[src/rtl/wdt_pkg.sv]
package wdt_pkg;

    localparam int PER_W       = 3;
    localparam int BASE_EXP    = 4;
    localparam int STEP_EXP    = 2;
    localparam int MAX_EXP     = BASE_EXP + STEP_EXP * ((1 << PER_W) - 1);
    localparam int CNT_W       = MAX_EXP;
    localparam int GRACE_TICKS = 1024;
    localparam int GRACE_W     = $clog2(GRACE_TICKS);
    localparam int PULSE_LEN   = 4;
    localparam int PULSE_W     = $clog2(PULSE_LEN + 1);

    typedef struct packed {
        logic rst_en;
        logic irq_en;
    } act_t;

    typedef struct packed {
        logic             en;
        logic [PER_W-1:0] period;
        act_t             action;
    } cfg_t;

    function automatic logic [CNT_W-1:0] period_last(input logic [PER_W-1:0] sel);
        int          e;
        logic [63:0] full;
        e    = BASE_EXP + STEP_EXP * int'(sel);
        full = (64'd1 << e) - 64'd1;
        return full[CNT_W-1:0];
    endfunction

endpackage

[src/rtl/wdt_tick_sel.sv]
module wdt_tick_sel #(
    parameter int NUM_SRC = 4,
    parameter int SRC_W   = 2
) (
    input  logic [NUM_SRC-1:0] tick_in,
    input  logic [SRC_W-1:0]   src,
    output logic               tick
);
    always_comb begin
        tick = 1'b0;
        for (int i = 0; i < NUM_SRC; i++) begin
            if (SRC_W'(i) == src) tick = tick_in[i];
        end
    end
endmodule

[src/rtl/wdt_cfg_regs.sv]
module wdt_cfg_regs
    import wdt_pkg::*;
#(
    parameter int               SRC_W      = 2,
    parameter logic [PER_W-1:0] DEF_PERIOD = 3'd2,
    parameter logic [1:0]       DEF_ACTION = 2'b01
) (
    input  logic             clk,
    input  logic             rst,
    input  logic             boot_enable,
    input  logic             cfg_we,
    input  logic             cfg_enable,
    input  logic [PER_W-1:0] cfg_period,
    input  logic [1:0]       cfg_action,
    input  logic [SRC_W-1:0] cfg_src,
    output cfg_t             cfg_q,
    output logic [SRC_W-1:0] src_q,
    output logic             period_chg
);
    assign period_chg = cfg_we && (cfg_period != cfg_q.period);

    always_ff @(posedge clk) begin
        if (rst) begin
            cfg_q.en     <= boot_enable;
            cfg_q.period <= DEF_PERIOD;
            cfg_q.action <= act_t'(DEF_ACTION);
            src_q        <= '0;
        end else if (cfg_we) begin
            cfg_q.en     <= cfg_enable;
            cfg_q.period <= cfg_period;
            cfg_q.action <= act_t'(cfg_action);
            src_q        <= cfg_src;
        end
    end
endmodule

[src/rtl/wdt_counter.sv]
module wdt_counter
    import wdt_pkg::*;
(
    input  logic             clk,
    input  logic             rst,
    input  logic             en,
    input  logic             tick,
    input  logic             restart,
    input  logic [CNT_W-1:0] last,
    output logic [CNT_W-1:0] cnt_q,
    output logic             expire
);
    assign expire = en && !restart && tick && (cnt_q == last);

    always_ff @(posedge clk) begin
        if (rst || !en || restart) begin
            cnt_q <= '0;
        end else if (tick) begin
            cnt_q <= (cnt_q == last) ? '0 : cnt_q + 1'b1;
        end
    end
endmodule

[src/rtl/wdt_action.sv]
module wdt_action
    import wdt_pkg::*;
(
    input  logic clk,
    input  logic rst,
    input  logic en,
    input  logic tick,
    input  logic kick,
    input  logic expire,
    input  logic flag_clear,
    input  act_t action,
    output logic flag_q,
    output logic irq,
    output logic reset_req,
    output logic wake_q
);
    logic               grace_q;
    logic [GRACE_W-1:0] grace_cnt_q;
    logic [PULSE_W-1:0] pulse_q;
    logic               grace_done;
    logic               fire;
    logic               grace_start;

    assign grace_done  = grace_q && en && tick && !kick
                         && (grace_cnt_q == GRACE_W'(GRACE_TICKS - 1));
    assign grace_start = expire && action.rst_en && action.irq_en && !grace_q;
    assign fire        = (expire && action.rst_en && !action.irq_en) || grace_done;

    always_ff @(posedge clk) begin
        if (rst || kick || !en) begin
            grace_q     <= 1'b0;
            grace_cnt_q <= '0;
        end else if (grace_start) begin
            grace_q     <= 1'b1;
            grace_cnt_q <= '0;
        end else if (grace_done) begin
            grace_q     <= 1'b0;
            grace_cnt_q <= '0;
        end else if (grace_q && tick) begin
            grace_cnt_q <= grace_cnt_q + 1'b1;
        end
    end

    always_ff @(posedge clk) begin
        if (rst) begin
            pulse_q <= '0;
        end else if (fire) begin
            pulse_q <= PULSE_W'(PULSE_LEN);
        end else if (pulse_q != '0) begin
            pulse_q <= pulse_q - 1'b1;
        end
    end

    always_ff @(posedge clk) begin
        if (rst) begin
            flag_q <= 1'b0;
            wake_q <= 1'b0;
        end else begin
            wake_q <= expire;
            if (expire)          flag_q <= 1'b1;
            else if (flag_clear) flag_q <= 1'b0;
        end
    end

    assign irq       = flag_q && action.irq_en;
    assign reset_req = (pulse_q != '0);
endmodule

[src/rtl/wdt_top.sv]
module wdt_top
    import wdt_pkg::*;
#(
    parameter int               NUM_SRC    = 4,
    parameter logic [PER_W-1:0] DEF_PERIOD = 3'd2,
    parameter logic [1:0]       DEF_ACTION = 2'b01,
    localparam int              SRC_W      = (NUM_SRC > 1) ? $clog2(NUM_SRC) : 1
) (
    input  logic               clk,
    input  logic               rst,
    input  logic               boot_enable,
    input  logic [NUM_SRC-1:0] tick_in,
    input  logic               cfg_we,
    input  logic               cfg_enable,
    input  logic [PER_W-1:0]   cfg_period,
    input  logic [1:0]         cfg_action,
    input  logic [SRC_W-1:0]   cfg_src,
    input  logic               kick,
    input  logic               flag_clear,
    output logic               timeout_flag,
    output logic               irq,
    output logic               reset_req,
    output logic               wake
);
    cfg_t             cfg_q;
    logic [SRC_W-1:0] src_q;
    logic             period_chg;
    logic             tick_sel;
    logic             restart;
    logic [CNT_W-1:0] cnt_q;
    logic [CNT_W-1:0] cnt_last;
    logic             expire;

    wdt_cfg_regs #(
        .SRC_W      (SRC_W),
        .DEF_PERIOD (DEF_PERIOD),
        .DEF_ACTION (DEF_ACTION)
    ) u_cfg (
        .clk         (clk),
        .rst         (rst),
        .boot_enable (boot_enable),
        .cfg_we      (cfg_we),
        .cfg_enable  (cfg_enable),
        .cfg_period  (cfg_period),
        .cfg_action  (cfg_action),
        .cfg_src     (cfg_src),
        .cfg_q       (cfg_q),
        .src_q       (src_q),
        .period_chg  (period_chg)
    );

    wdt_tick_sel #(
        .NUM_SRC (NUM_SRC),
        .SRC_W   (SRC_W)
    ) u_sel (
        .tick_in (tick_in),
        .src     (src_q),
        .tick    (tick_sel)
    );

    assign restart  = kick || period_chg;
    assign cnt_last = period_last(cfg_q.period);

    wdt_counter u_ctr (
        .clk     (clk),
        .rst     (rst),
        .en      (cfg_q.en),
        .tick    (tick_sel),
        .restart (restart),
        .last    (cnt_last),
        .cnt_q   (cnt_q),
        .expire  (expire)
    );

    wdt_action u_act (
        .clk        (clk),
        .rst        (rst),
        .en         (cfg_q.en),
        .tick       (tick_sel),
        .kick       (kick),
        .expire     (expire),
        .flag_clear (flag_clear),
        .action     (cfg_q.action),
        .flag_q     (timeout_flag),
        .irq        (irq),
        .reset_req  (reset_req),
        .wake_q     (wake)
    );
endmodule

[config.mk]
export PLATFORM = sky130hd
export DESIGN_NAME = wdt_top
export DESIGN_NICKNAME = d
export VERILOG_FILES = /design/src/rtl/wdt_pkg.sv /design/src/rtl/wdt_tick_sel.sv /design/src/rtl/wdt_cfg_regs.sv /design/src/rtl/wdt_counter.sv /design/src/rtl/wdt_action.sv /design/src/rtl/wdt_top.sv
export SDC_FILE = /design/constraint.sdc
export NUM_CORES = 1
export LEC_CHECK = 0
export CELL_PAD_IN_SITES_DETAIL_PLACEMENT = 1
export CELL_PAD_IN_SITES_GLOBAL_PLACEMENT = 1
export CORE_ASPECT_RATIO = 0.9
export CORE_MARGIN = 8
export CORE_UTILIZATION = 50
export CTS_BUF_LIST = sky130_fd_sc_hd__clkbuf_2
export CTS_CLUSTER_DIAMETER = 100
export DETAILED_ROUTE_END_ITERATION = 6
export DONT_BUFFER_PORTS = 1
export GPL_TIMING_DRIVEN = 0
export PLACE_DENSITY = 0.92
export SLEW_MARGIN = 5
export SYNTH_ARGS = -nofsm -noshare
export SYNTH_HDL_FRONTEND = slang
export SYNTH_SLANG_ARGS = --single-unit
[constraint.sdc]
create_clock -name clk -period 5.8 [get_ports clk]
set_input_delay 0.87 -clock clk [delete_from_list [all_inputs] [get_ports clk]]
set_output_delay 0.87 -clock clk [all_outputs]
set_load 0.1 [all_outputs]
==> results.rst <==
.. list-table::
   :header-rows: 1

   * - Metric
     - Value
   * - Post-synthesis cell type with the largest combined area
     - sky130_fd_sc_hd__dfxtp_1
   * - Area of all placed cells without fillers
     - 0.00254 sq mm
   * - Y dimension of the die
     - 81.6 um
   * - Remaining DRCs
     - 0
   * - Area taken by multi-input logic gates
     - 0.00146 sq mm
   * - Number of fill cells
     - 569
   * - Number of antenna violations at the first check in global routing
     - 0
   * - Reported leakage power
     - 0.989 nW
   * - Total routing usage reported by global routing
     - 16.2%
   * - Fraction of power consumed by the clock network
     - 26.7%
   * - Peak ir drop on the vdd network
     - 0.217 mV
   * - Logic depth of the worst register-to-register path
     - 9
   * - Count of flip-flops with a built-in enable after synthesis
     - 1
   * - Synthesized-area fraction occupied by ao, oa, aoi and oai cells
     - 8.17%
   * - Proportion of power drawn by combinational gates
     - 23.9%
   * - Element type at the critical path end
     - primary output
   * - Syn avg cell area
     - 8.85 sq um
   * - Adder-Cell Fraction of Synth Area
     - 5.76%
   * - Most used flip-flop cell after synthesis
     - sky130_fd_sc_hd__dfxtp_1
   * - Yosys top cell area share
     - 34.3%
   * - Power density normalized to cell area
     - 250 mW/mm^2
   * - Buffer type at the clock tree root
     - sky130_fd_sc_hd__clkbuf_2
   * - Number of nets in the synthesized netlist
     - 299
   * - Clock latency on the worst-skew pair
     - 0.41 ns
   * - Share of post-route cells with drive strength above 1
     - 8.63%
   * - Nets@finish
     - 306
   * - Max-slew violation count
     - 0
   * - Crit-path leading delay family
     - flip-flops
   * - RR Endpoint
     - u_ctr.cnt_q[9]$_SDFFE_PP0P_
   * - Shortest period the worst path allows
     - 3.19 ns
   * - Biggest area contributors in the synthesized netlist
     - sky130_fd_sc_hd__dfxtp_1 34%, sky130_fd_sc_hd__xor2_1 8.4%, sky130_fd_sc_hd__nor2_1 6.6%
   * - Grt ovf
     - 0
   * - Reg2reg start
     - u_cfg.cfg_q[3]$_SDFFE_PP1P_
   * - CTS hold repair buffers
     - 0
   * - Syn Std Cell Area
     - 0.00239 sq mm
   * - Routability congestion estimate
     - 0.800
   * - Vias after detailed routing
     - 1883
   * - Wire length reported by the detailed router
     - 5260 um
   * - Highest clock rate
     - 313 MHz
   * - Horizontal die dimension
     - 88.9 um
   * - Slowest cell on crit path
     - sky130_fd_sc_hd__dfxtp_1
   * - Violation count after the first detailed-route iteration
     - 91
   * - Worst Tran Pin Value
     - 0.986 ns
   * - Antenna violation net count after detailed routing
     - 0
   * - Post-Synthesis Cells
     - 270
   * - Max-slew headroom
     - 34.2%
   * - Vias/cell
     - 5.49
   * - Clock-pin slew on the worst setup and hold paths
     - 0.23 ns
   * - Most common cell after layout, fill and taps aside
     - sky130_fd_sc_hd__nor2_1
   * - Mux cell area share after synthesis
     - 5.76%
   * - Top library cells by usage in the layout, fill and taps aside
     - 42 x sky130_fd_sc_hd__nor2_1, 41 x sky130_fd_sc_hd__dfxtp_1, 26 x sky130_fd_sc_hd__nand2_1, 23 x sky130_fd_sc_hd__xor2_1, 15 x sky130_fd_sc_hd__xnor2_1
   * - Cell chain of the critical path
     - and2_1
   * - Cell variety after synth
     - 49
   * - Final Skew
     - 0.0233 ns
   * - Number of storage elements in the synthesis netlist
     - 42
   * - I/O pin total
     - 22
   * - Outcome
     - completed
   * - Class of the most critical hold timing path
     - in -> reg
   * - Vias in the first global route
     - 2056
   * - Proportion of synthesized chip area in sequential cells
     - 35.6%
   * - Switch Pwr
     - 0.000213 W
   * - Main combinational cell family by area after synthesis
     - simple AND/OR/NAND/NOR gates
   * - Worst Path Arrival
     - 2.32 ns
   * - Sequential power share
     - 49.4%
   * - Sw Share
     - 33.7%
   * - Post-synthesis to final-layout area growth
     - 6.13%
   * - Required time at the worst-slack endpoint
     - 4.93 ns
   * - Area of placed instances
     - 0.00247 sq mm
   * - Post-layout power
     - 0.000634 W
   * - Slowest Stage Delay on Critical Path
     - 1.03 ns
   * - Row count
     - 24
   * - # port buffers
     - 0
   * - CTS Buf Count
     - 5
   * - Core Area
     - 0.00471 sq mm
   * - Final hold violations
     - 0
   * - TritonCTS clock tree
     - yes
   * - CP Launch Type
     - flop
   * - Post-CTS repair timing setup buffer count
     - 0
   * - Number of warnings issued by yosys
     - 0
   * - Synth async-reset ratio
     - 0%
   * - Worst hold path cell count
     - 1
   * - Antenna cells
     - 0
   * - Sum of net half-perimeters after detailed placement
     - 4000 um
   * - Starting density of the core
     - 50.7%
   * - Portion of the clock cycle consumed by the worst path in the final layout
     - 55.1%
   * - Buffering stage count on the worst path with inverters included
     - 0
   * - Area share of xor/xnor cells in the synthesized design
     - 13.9%
   * - Resize count post-CTS
     - 0
   * - Pin count of the biggest net entering global routing
     - 14
   * - Max Buffers Root-to-Sink
     - 2
   * - Final-layout setup total negative slack
     - 0 ns
   * - Clock tree sinks
     - 42
   * - Detailed-router iteration count before antenna repair
     - 4
   * - Share of synthesized cell area in and, or, nand and nor gates
     - 27.5%
   * - Kind of critical path
     - reg -> out
   * - Final routed wire length divided by cell count
     - 15.3 um
   * - FF-to-FF setup slack
     - 2.80 ns
   * - Unrepaired setup endpoints after global routing
     - false
   * - Max-cap violations
     - 0
   * - Die area
     - 0.00725 sq mm
   * - Startpoint of the worst hold path
     - rst
   * - First-pass GRT wire length
     - 9350 um
   * - Peak fanout along the critical path
     - 3
   * - H-tree levels
     - 2
   * - Int Power
     - 0.000420 W
   * - Worst hold endpoint
     - u_act.pulse_q[0]$_SDFFE_PP0P_
   * - Combined flip-flop and latch cell area
     - 851 sq um
   * - Final Setup Violations
     - 0
==> layout make-up <==
type | count | share of cell area (%)
Sequential cell | 42 | 33.5
Clock buffer | 5 | 0.987
Multi-Input combinational cell | 210 | 57.6
Clock inverter | 3 | 1.58
Inverter | 10 | 1.48
Tap cell | 65 | 3.21
Buffer | 8 | 1.63
==> synthesized netlist by cell type (2+ instances only) <==
cell / count
sky130_fd_sc_hd__nor2_1: 42
sky130_fd_sc_hd__dfxtp_1: 41
sky130_fd_sc_hd__nand2_1: 26
sky130_fd_sc_hd__xor2_1: 23
sky130_fd_sc_hd__xnor2_1: 15
sky130_fd_sc_hd__ha_1: 11
sky130_fd_sc_hd__inv_1: 10
sky130_fd_sc_hd__mux2i_1: 10
sky130_fd_sc_hd__nand3_1: 10
sky130_fd_sc_hd__nand4_1: 9
sky130_fd_sc_hd__nand2b_1: 6
sky130_fd_sc_hd__nor3_1: 6
sky130_fd_sc_hd__and2_1: 5
sky130_fd_sc_hd__and3_1: 5
sky130_fd_sc_hd__clkbuf_1: 4
sky130_fd_sc_hd__nor4_1: 4
sky130_fd_sc_hd__a21o_1: 3
sky130_fd_sc_hd__a21oi_1: 3
sky130_fd_sc_hd__and4_1: 3
sky130_fd_sc_hd__buf_2: 3
sky130_fd_sc_hd__nor3b_1: 2
sky130_fd_sc_hd__o22ai_1: 2
==> power groups by stage <==
stage	Sequential [W]	Combinational, W	Clock, W
floorplan	0.000316	0.000131	0
global placement	0.000318	0.000145	0
detailed placement	0.000319	0.000153	0
CTS	0.000313	0.000154	0.000176
global route	0.000315	0.000168	0.000190
finish	0.000313	0.000152	0.000169
==> layer usage <==
metal	GRT usage (%)	part of all wire [%]	vias up
met2	30.3	53	18
met4	4.72	1.3	0
met1	17.9	43	920
met3	3.30	3.0	6
met5	0	0	-
li1	-	-	939
==> state kept, by name (all words and copies together), names as in the netlist <==
name,count
u_ctr.cnt_q,18
u_act.grace_q,1
u_act.wake_q,1
u_act.grace_cnt_q,10
u_cfg.cfg_q,6
u_cfg.src_q,2
u_act.flag_q,1
u_act.pulse_q,3
==> metrics by stage <==
step,hold WS [ns],util [%],setup WS [ns],std cells
floorplan,0.460,-,3.12,270
global placement,0.487,52.4,2.96,335
detailed placement,0.502,52.4,2.88,335
CTS,0.482,53.8,2.58,343
global route,0.465,53.8,2.54,343
finish,0.497,53.8,2.61,343
==> kinds of logic after synthesis <==
| family | Yosys count |
|---|---|
| buffers and inverters | 18 |
| flip-flops | 42 |
| AO/OA/AOI/OAI | 22 |
| multiplexers | 12 |
| adder cells (fa/ha/maj) | 11 |
| AND/OR/NAND/NOR | 127 |
| XOR/XNOR | 38 |
==> how the worst max path moves through the flow <==
stage                                startpoint                            to  slack [ns]  cells past startpoint
global placement    u_cfg.cfg_q[3]$_SDFFE_PP1P_   u_ctr.cnt_q[9]$_SDFFE_PP0P_        2.96                      9
global route          u_act.flag_q$_SDFFE_PP0P_                           irq        2.54                      1
floorplan             u_act.flag_q$_SDFFE_PP0P_                           irq        3.12                      1
CTS                   u_act.flag_q$_SDFFE_PP0P_                           irq        2.58                      1
finish                u_act.flag_q$_SDFFE_PP0P_                           irq        2.61                      1
detailed placement  u_cfg.cfg_q[3]$_SDFFE_PP1P_  u_ctr.cnt_q[14]$_SDFFE_PP0P_        2.88                      9
(Power assumes the default switching activity.)
